## src/rtl/rstc_pkg.sv

```systemverilog
package rstc_pkg;

    localparam int STATUS_W = 8;

    // status register bit positions
    localparam int FLG_BOR  = 0;
    localparam int FLG_POR  = 1;
    localparam int FLG_PD   = 2;
    localparam int FLG_TO   = 3;
    localparam int FLG_RI   = 4;
    localparam int FLG_STK  = 5;
    localparam int CTL_SBOR = 6;
    localparam int CTL_PRIO = 7;

    // value after power-on: brown-out and power-on flags cleared, soft BOR enabled
    localparam logic [STATUS_W-1:0] STATUS_POR_VAL = 8'h7C;

    typedef enum logic [2:0] {
        ST_HOLD,
        ST_PWRT,
        ST_OST,
        ST_SHORT,
        ST_RUN
    } seq_state_e;

    typedef struct packed {
        logic bor;
        logic pin;
        logic pin_lp;
        logic wdt;
        logic ri;
        logic stk;
    } evt_t;

endpackage

```

## src/rtl/rstc_sync.sv

```systemverilog
module rstc_sync #(
    parameter int WIDTH  = 1,
    parameter int STAGES = 2
) (
    input  logic             clk_i,
    input  logic             rst_ni,
    input  logic [WIDTH-1:0] d_i,
    output logic [WIDTH-1:0] q_o
);

    logic [STAGES-1:0][WIDTH-1:0] chain_d, chain_q;

    always_comb begin
        chain_d[0] = d_i;
        for (int i = 1; i < STAGES; i++) begin
            chain_d[i] = chain_q[i-1];
        end
    end

    always_ff @(posedge clk_i or negedge rst_ni) begin
        if (!rst_ni) chain_q <= '0;
        else         chain_q <= chain_d;
    end

    assign q_o = chain_q[STAGES-1];

endmodule

```

## src/rtl/rstc_flags.sv

```systemverilog
module rstc_flags
    import rstc_pkg::*;
(
    input  logic                clk_i,
    input  logic                rst_ni,
    input  logic                bor_i,
    input  logic                pd_i,
    input  logic                to_i,
    input  logic                ri_i,
    input  logic                stk_i,
    input  logic                we_i,
    input  logic [STATUS_W-1:0] wdata_i,
    output logic [STATUS_W-1:0] status_o
);

    logic [STATUS_W-1:0] stat_d, stat_q;

    always_comb begin
        stat_d = we_i ? wdata_i : stat_q;
        // an event clear wins over a same-cycle software write
        if (bor_i) stat_d[FLG_BOR] = 1'b0;
        if (pd_i)  stat_d[FLG_PD]  = 1'b0;
        if (to_i)  stat_d[FLG_TO]  = 1'b0;
        if (ri_i)  stat_d[FLG_RI]  = 1'b0;
        if (stk_i) stat_d[FLG_STK] = 1'b0;
    end

    always_ff @(posedge clk_i or negedge rst_ni) begin
        if (!rst_ni) stat_q <= STATUS_POR_VAL;
        else         stat_q <= stat_d;
    end

    assign status_o = stat_q;

    assert_wdt_flag_R7: assert property (@(posedge clk_i) disable iff (!rst_ni)
        to_i |=> !status_o[FLG_TO]);

    assert_ri_flag_R7: assert property (@(posedge clk_i) disable iff (!rst_ni)
        ri_i |=> !status_o[FLG_RI]);

    assert_bor_flag_R3: assert property (@(posedge clk_i) disable iff (!rst_ni)
        bor_i |=> !status_o[FLG_BOR]);

    assert_quiet_stable_R8: assert property (@(posedge clk_i) disable iff (!rst_ni)
        (!we_i && !bor_i && !pd_i && !to_i && !ri_i && !stk_i) |=> $stable(status_o));

endmodule

```

## src/rtl/rstc_seq.sv

```systemverilog
module rstc_seq
    import rstc_pkg::*;
#(
    parameter int PWRT_BITS = 11,
    parameter int OST_BITS  = 10,
    parameter int SHORT_CYC = 4
) (
    input  logic clk_i,
    input  logic rst_ni,
    input  logic tick_i,
    input  evt_t evt_i,
    output logic chip_rst_o
);

    localparam int MAX_PO = (PWRT_BITS > OST_BITS) ? PWRT_BITS : OST_BITS;
    localparam int SH_W   = $clog2(SHORT_CYC + 1);
    localparam int CNT_W  = (MAX_PO > SH_W) ? MAX_PO : SH_W;
    localparam logic [CNT_W-1:0] PW_LAST    = CNT_W'((1 << PWRT_BITS) - 1);
    localparam logic [CNT_W-1:0] OST_LAST   = CNT_W'((1 << OST_BITS) - 1);
    localparam logic [CNT_W-1:0] SHORT_LAST = CNT_W'(SHORT_CYC - 1);

    typedef struct packed {
        seq_state_e       state;
        logic [CNT_W-1:0] cnt;
        logic             su;   // start-up timers owed after the hold
        logic             rst;
    } seq_t;

    localparam seq_t SEQ_RST = '{state: ST_PWRT, cnt: '0, su: 1'b1, rst: 1'b1};

    seq_t s_d, s_q;
    logic any_evt;

    assign any_evt = |evt_i;

    always_comb begin
        s_d = s_q;
        if (any_evt) begin
            s_d.state = ST_HOLD;
            s_d.cnt   = '0;
            if (s_q.state == ST_PWRT || s_q.state == ST_OST) s_d.su = 1'b1;
            else if (s_q.state != ST_HOLD)                   s_d.su = 1'b0;
            if (evt_i.bor) s_d.su = 1'b1;
        end else begin
            unique case (s_q.state)
                ST_HOLD: begin
                    s_d.cnt   = '0;
                    s_d.state = s_q.su ? ST_PWRT : ST_SHORT;
                end
                ST_PWRT: begin
                    if (tick_i) begin
                        if (s_q.cnt == PW_LAST) begin
                            s_d.state = ST_OST;
                            s_d.cnt   = '0;
                        end else begin
                            s_d.cnt = s_q.cnt + CNT_W'(1);
                        end
                    end
                end
                ST_OST: begin
                    if (s_q.cnt == OST_LAST) begin
                        s_d.state = ST_RUN;
                        s_d.cnt   = '0;
                        s_d.su    = 1'b0;
                    end else begin
                        s_d.cnt = s_q.cnt + CNT_W'(1);
                    end
                end
                ST_SHORT: begin
                    if (s_q.cnt == SHORT_LAST) begin
                        s_d.state = ST_RUN;
                        s_d.cnt   = '0;
                    end else begin
                        s_d.cnt = s_q.cnt + CNT_W'(1);
                    end
                end
                default: s_d.cnt = '0;
            endcase
        end
        s_d.rst = (s_d.state != ST_RUN);
    end

    always_ff @(posedge clk_i or negedge rst_ni) begin
        if (!rst_ni) s_q <= SEQ_RST;
        else         s_q <= s_d;
    end

    assign chip_rst_o = s_q.rst;

    assert_evt_holds_R6: assert property (@(posedge clk_i) disable iff (!rst_ni)
        any_evt |=> chip_rst_o);

    assert_release_path_R2: assert property (@(posedge clk_i) disable iff (!rst_ni)
        $fell(chip_rst_o) |-> ($past(s_q.state) == ST_OST || $past(s_q.state) == ST_SHORT));

    assert_pwrt_bound_R2: assert property (@(posedge clk_i) disable iff (!rst_ni)
        (s_q.state == ST_PWRT) |-> (s_q.cnt <= PW_LAST));

    assert_startup_kept_R11: assert property (@(posedge clk_i) disable iff (!rst_ni)
        (any_evt && (s_q.state == ST_PWRT || s_q.state == ST_OST)) |=> s_q.su);

endmodule

```

## src/rtl/rst_ctrl.sv

```systemverilog
module rst_ctrl
    import rstc_pkg::*;
#(
    parameter int PWRT_BITS   = 11,
    parameter int OST_BITS    = 10,
    parameter int SHORT_CYC   = 4,
    parameter int SYNC_STAGES = 2
) (
    input  logic                clk_i,
    input  logic                por_ni,
    input  logic                tick_i,
    input  logic                ext_rst_ni,
    input  logic                cfg_extpin_en_i,
    input  logic                lowpwr_i,
    input  logic [1:0]          cfg_bor_sel_i,
    input  logic                bor_evt_i,
    input  logic                wdt_evt_i,
    input  logic                rst_instr_i,
    input  logic                stk_full_i,
    input  logic                stk_unf_i,
    input  logic                sw_we_i,
    input  logic [STATUS_W-1:0] sw_wdata_i,
    output logic [STATUS_W-1:0] status_o,
    output logic                chip_rst_o
);

    localparam int NSRC = 7;

    logic            rst_n_int;
    logic [NSRC-1:0] raw, synced;
    logic            pin_act, bor_en;
    evt_t            evt;

    // power-on: asserted asynchronously, released through a synchronizer
    rstc_sync #(.WIDTH(1), .STAGES(SYNC_STAGES)) u_por_sync (
        .clk_i  (clk_i),
        .rst_ni (por_ni),
        .d_i    (1'b1),
        .q_o    (rst_n_int)
    );

    assign raw = {lowpwr_i, stk_unf_i, stk_full_i, rst_instr_i,
                  wdt_evt_i, bor_evt_i, ~ext_rst_ni};

    rstc_sync #(.WIDTH(NSRC), .STAGES(SYNC_STAGES)) u_evt_sync (
        .clk_i  (clk_i),
        .rst_ni (rst_n_int),
        .d_i    (raw),
        .q_o    (synced)
    );

    always_comb begin
        pin_act    = synced[0] & cfg_extpin_en_i;
        bor_en     = cfg_bor_sel_i[1] | ((cfg_bor_sel_i == 2'b01) & status_o[CTL_SBOR]);
        evt.bor    = synced[1] & bor_en;
        evt.wdt    = synced[2];
        evt.ri     = synced[3];
        evt.stk    = synced[4] | synced[5];
        evt.pin    = pin_act & ~synced[6];
        evt.pin_lp = pin_act &  synced[6];
    end

    rstc_seq #(
        .PWRT_BITS (PWRT_BITS),
        .OST_BITS  (OST_BITS),
        .SHORT_CYC (SHORT_CYC)
    ) u_seq (
        .clk_i      (clk_i),
        .rst_ni     (rst_n_int),
        .tick_i     (tick_i),
        .evt_i      (evt),
        .chip_rst_o (chip_rst_o)
    );

    rstc_flags u_flags (
        .clk_i    (clk_i),
        .rst_ni   (rst_n_int),
        .bor_i    (evt.bor),
        .pd_i     (evt.pin_lp),
        .to_i     (evt.wdt),
        .ri_i     (evt.ri),
        .stk_i    (evt.stk),
        .we_i     (sw_we_i),
        .wdata_i  (sw_wdata_i),
        .status_o (status_o)
    );

endmodule

```

## config.mk

```make
export PLATFORM = sky130hd
export DESIGN_NAME = rst_ctrl
export DESIGN_NICKNAME = d
export VERILOG_FILES = /design/src/rtl/rstc_pkg.sv /design/src/rtl/rstc_sync.sv /design/src/rtl/rstc_flags.sv /design/src/rtl/rstc_seq.sv /design/src/rtl/rst_ctrl.sv
export SDC_FILE = /design/constraint.sdc
export NUM_CORES = 1
export LEC_CHECK = 0
export CORE_AREA = 2 2 66 68
export DETAILED_ROUTE_END_ITERATION = 10
export DIE_AREA = 0 0 68 70
export PLACE_DENSITY = 0.72
export RECOVER_POWER = 100
export SLEW_MARGIN = 20
export SYNTH_ARGS = -nofsm -noshare
export SYNTH_HDL_FRONTEND = slang
export SYNTH_SLANG_ARGS = --single-unit
export TNS_END_PERCENT = 10
```

## constraint.sdc

```tcl
create_clock -name clk_i -period 1.2 [get_ports clk_i]
set_clock_uncertainty 0.1 [all_clocks]
set_input_delay 0.12 -clock clk_i [delete_from_list [all_inputs] [get_ports clk_i]]
set_output_delay 0.12 -clock clk_i [all_outputs]
set_load 0.05 [all_outputs]
```

## After elaboration in Yosys (flattened, before gate mapping)

Index checks and enable logic that the tools add are counted.

| storage, ports and cells | value |
|---|---|
| register bits | 40 |
| bits in latches | 0 |
| bits in writable memories | 0 |
| ROM bits | 0 |
| bits of input ports | 22 |
| output and inout bits | 9 |
| logic and storage cells | 68 |
| memories | 0 |

| cells by class | value |
|---|---|
| add/sub/neg operators | 1 |
| multipliers | 0 |
| divide/modulo/power cells | 0 |
| magnitude comparators | 0 |
| equal/unequal tests | 10 |
| shifts and indexed selects | 0 |
| mux-type cells | 22 |
| bitwise gates (word level) | 9 |
| reduce and logical (&&, ||, !) cells | 12 |

Operators with widths:

| kind | number |
|---|---|
| $mux W11 | 3 |
| $pmux W11 S3 | 1 |
| $mux W15 | 1 |
| $mux W14 | 1 |
| $reduce_bool A2 Y1 | 7 |
| $pmux W3 S4 | 1 |
| $add A11 B1 Y11 const B | 1 |
| $eq A11 B10 Y1 const B | 1 |
| $eq A11 B11 Y1 const B | 1 |
| $eq A11 B2 Y1 const B | 1 |
| $mux W1 | 10 |
| $mux W3 | 3 |
| $eq A3 B2 Y1 const B | 2 |
| $mux W6 | 1 |
| $reduce_or A6 Y1 | 1 |
| $and A1 B1 Y1 | 5 |
| $ne A4 B3 Y1 const B | 1 |
| $eq A3 B1 Y1 const B | 1 |
| $logic_not A3 Y1 | 1 |
| $ne A3 B2 Y1 const B | 1 |
| $ne A3 B3 Y1 const B | 1 |
| $reduce_and A3 Y1 | 1 |
| $reduce_bool A3 Y1 | 1 |
| $eq A2 B1 Y1 const B | 1 |
| 4 further kinds | 6 |

## Longest topological paths before layout

| depth | value |
|---|---|
| depth after elaboration | 7 |
| gate-level depth with buffers | 7 |
| mapped depth without buffers | 6 |

## Cells and area by module

A second synthesis with hierarchy kept.

| unflattened totals | value |
|---|---|
| cells, all modules | 163 |
| area total of the unflattened synthesis | 1824.2 um2 |

By module, submodules not included:

| module | instances | cells an instance | area each (um2) | sequential area each (um2) |
|---|---|---|---|---|
| rstc_seq | 1 | 117 | 1053.5 | 404.1 |
| rstc_sync (u_evt_sync) | 1 | 14 | 350.3 | 350.3 |
| rstc_flags | 1 | 22 | 331.6 | 206.4 |
| rstc_sync (u_por_sync) | 1 | 2 | 50.0 | 50.0 |
| rst_ctrl | 1 | 8 | 38.8 | 0.0 |

## Worst setup path before layout

OpenSTA, ideal clock, no wires.

| timing path | value |
|---|---|
| path type | register to register |
| from | register u_seq.s_q[6] (netlist name) |
| to | register u_seq.s_q[4] (netlist name) |
| setup time | 126 ps |
| arrival | 2024 ps |
| required time | 974 ps |
| setup slack | -1050 ps |
| cell stages (with the launch flop) | 7 |
| path buffers | 1 |
| period minus slack after synthesis | 2250 ps |
| path through | dfrtp_1 > buf_2 > nand4_2 > or4_4 > a221oi_4 > nor2_4 > a221o_1 |

| between the ends | value |
|---|---|
| cells in the longest elaborated chain, start to end | 5 |
| elaborated cells between the ends (all ways) | 9 |
| those cells by class | 3 x eq/ne; 6 x mux |

RTL lines:

| what | RTL line | text |
|---|---|---|
| start, declared | rstc_seq.sv:31 | `seq_t s_d, s_q;` |
| start signal, assigned | rstc_seq.sv:84 | `if (!rst_ni) s_q <= SEQ_RST;` |
| start signal, assigned | rstc_seq.sv:85 | `else s_q <= s_d;` |
| $eq A11 B11 Y1 | rstc_seq.sv:52 | `if (s_q.cnt == PW_LAST) begin` |
| $mux W11 | rstc_seq.sv:52 |  |
| $mux W14 | rstc_seq.sv:51 | `if (tick_i) begin` |
| $pmux W11 S3 * | rstc_seq.sv:45 | `unique case (s_q.state)` |
| $mux W15 * | rstc_seq.sv:38 | `if (any_evt) begin` |

Mark *: on every way between the ends. The rest lies on a longest branch, timed or not. The select of a mux whose other input is x is not followed.
A chain may end at the register's enable or synchronous reset.

## Final worst setup path

| timing path | value |
|---|---|
| from | register u_seq.s_q[9] (netlist name) |
| to | register u_seq.s_q[5] (netlist name) |

The elaborated chain is that of the path after synthesis.

==> results.md <==
* Clock sinks at 40
* Yosys warning count at 0
* GRT Residual Overflow at 0
* First-pass GRT wire length at between 7000 and 8000 µm
* Share of synthesized registers carrying an async set or reset at 100%
* I/O pins at 31
* Final WL at approximately 4500 µm
* Largest net degree at the start of global routing at 28
* Initial antenna violation count at 0
* Nets at between 200 and 300
* Die W at a little under 70 µm
* Util after Layout at about two thirds
* Routed vias at between 1,500 and 2,000
* Drc violations at 0
* Endpoint class of the critical path: flip-flop
* HPWL Detailed at between 3000 and 4000 µm
* FF+latch area at around 1000 µm²
* Post-route ant nets at 0
* Vias in the first global route at between 1,500 and 2,000
* Hold Violations, Final at 0
* Slew HR at 57.8%
* Commonest cells after routing, fill and taps aside: buf_4, dfrtp_1, nor2_1, nor3_1, clkdlybuf4s50_1
* Hold Crit Class: reg2async
* Post-Synthesis Net Count at 186
* Clk_lat worst skew at 0.29 ns
* Initial core utilization at between 40% and 50%
* Mapped Cells at between 150 and 200
* Crit Path Max Fanout at 8
* Wire per inst at roughly 15 µm
* Cts bufs inserted at 5
* Core Area at 4140 µm²
* Post-layout min period at approximately 2.2 ns
* Sequential element share of the synthesized area at around 56%
* Drt pass-1 iters at 4
* CTS tree: done
* Final Setup Violations at 21
* Max_cap viols at 0
* Top cell type by total area after synthesis: dfrtp_1
* Area Growth Syn to Fin at 54.1%
* Number of enable flip-flop cells after synthesis at 0
* H-tree depth at 2
* Synth area leaders: dfrtp_1, dfstp_2, nor3_1
* Setup TNS at -13.96 ns
* CTS root buf: clkbuf_8
* Netlist cell types at 43
* GRT Overall Usage at between 20% and 30%
* Count of input and output buffers at 30
* Gpl congestion at 0.886
* Worst Path Arrival at about 2.3 ns
* Synthesized area at 1820 µm²
* Maximum VDD drop at ~0.95 mV
* CP Data Required Time at 1.28 ns
* Rows at 24
* Syn_area_per_cell at 11.1 µm²
* Fin crit share at 185%
* Seq cells post-synth at 40
* Hold Worst Slack at around 0.24 ns
* Slew Limit Fails at 0
* PD cells at roughly 1000 nW/µm²
* Leakage at around 1.2 nW
* Layout cell share with drive strength beyond 1 at 40.0%
* Die footprint at about 4800 µm²
* DR iter-0 viols at 72
* RSZ-0062 raised after global routing: true
* Status: complete, but fails checks
* Area occupied by multi-input gates at between 800 and 900 µm²
* Worst Tran Pin Value at 0.633 ns
* Routed vias/inst at approximately 5.5
* Post-synth top area share at between 40% and 50%
* Worst setup SP type: flip-flop
* Reg clk slew, reported paths at about 0.08 ns
* Failing checks: setup timing
* Kind of critical path: reg2reg
* Fin worst setup slack at -1.02 ns
* Chip height at 70 µm
* N_diodes at 0
* Max Freq at 451 MHz
* Most common cell after layout, fill and taps aside: buf_4
* Filler Cell Count at 291
* Top FF cell, synth: dfrtp_1
* Longest Clk Path Bufs at 2
[synth_stat cells (all sizes together) (2+ instances only)]
cell    instances
dfrtp          32
nor2           15
nor3           13
nand2          10
dfstp           8
clkbuf          7
a221o           6
nand3           6
o21ai           6
a21oi           5
mux2i           5
mux2            4
and4            3
buf             3
inv             3
nor4            3
nor4b           3
or3             3
a211o           2
a211oi          2
a21o            2
a22o            2
a311oi          2
a31oi           2
nand4           2
o41ai           2
[registers in the layout, summed over array words and instances, names as in the netlist]
register	flops
u_seq.s_q	15
u_evt_sync.chain_d	7
u_evt_sync.q_o	7
u_seq.chip_rst_o	1
u_por_sync.chain_d	1
u_flags.status_o	8
u_por_sync.q_o	1
[worst max-delay path, stage by stage (launching register included)]
cell and delay, ns:
dfrtp_1 0.42, nand4_4 0.13, or4_4 0.58, a221oi_4 0.30
buf_6 0.19, nor2_4 0.06, a221o_1 0.32
[timing repair]
item,in CTS,in global routing
pin swaps,5,4
gates cloned,1,0
buffers inserted,7,2
endpoints found under the setup margin,22,22
hold endpoints to repair,2,0
resized for setup,11,4
hold buffers,1,0
[area by class of cell]
class                           instances  area share (%)
Sequential cell                        40            36.1
Multi-Input combinational cell        111            30.3
Timing Repair Buffer                   83            26.8
Clock buffer                            5            2.46
Tap cell                               52            2.32
Clock inverter                          3            1.65
Inverter                                3           0.402
[power breakdown]
| group | switching, mW | total [mW] | internal, mW |
|---|---|---|---|
| Clock | 0.497 | 1.12 | 0.626 |
| Sequential | 0.0290 | 1.44 | 1.41 |
| Combinational | 0.169 | 0.336 | 0.167 |
[layer usage]
layer  global-route usage, %  wire length, µm
met1                    26.8             1830
met2                    33.1             2420
met3                    3.54              156
met4                    8.89               99
met5                       0                0
[logic make-up after synthesis]
family | count (synthesis) | share of synthesized area, %
buffers and inverters | 13 | 3.03
flip-flops | 40 | 55.6
other | 1 | 0.206
multiplexers | 9 | 5.23
AND/OR/NAND/NOR | 64 | 19.6
AO/OA/AOI/OAI | 34 | 15.2
adder cells (fa/ha/maj) | 1 | 0.689
XOR/XNOR | 1 | 0.482
[worst paths after layout]
check	from	slack [ns]	to	depth (start not counted)
max in group asynchronous	u_por_sync.q_o	0.31	u_evt_sync.chain_d[9]	1
setup reg to reg	u_seq.s_q[9]	-1.02	u_seq.s_q[5]	6
min in group clk_i	u_evt_sync.chain_d[12]	0.25	u_evt_sync.q_o[5]	0
hold reg to reg	u_por_sync.q_o	0.24	u_seq.s_q[4]	1
hold / removal	u_por_sync.q_o	0.24	u_seq.s_q[4]	1
setup / recovery	u_seq.s_q[9]	-1.02	u_seq.s_q[5]	6
[per-stage QoR]
stage / cell area, µm² / worst slack, ns / total power, mW / instances
5_1_grt: 2800 / -1.11 / 3.01 / 297
3_5_place_dp: 2570 / -1.20 / 1.84 / 278
2_1_floorplan: 1840 / -0.989 / 1.61 / 163
6_report: 2800 / -1.02 / 2.90 / 297
3_3_place_gp: 2570 / -1.15 / 1.83 / 278
4_1_cts: 2830 / -0.990 / 2.97 / 295
Note: power is estimated with default switching activity, not from simulation.
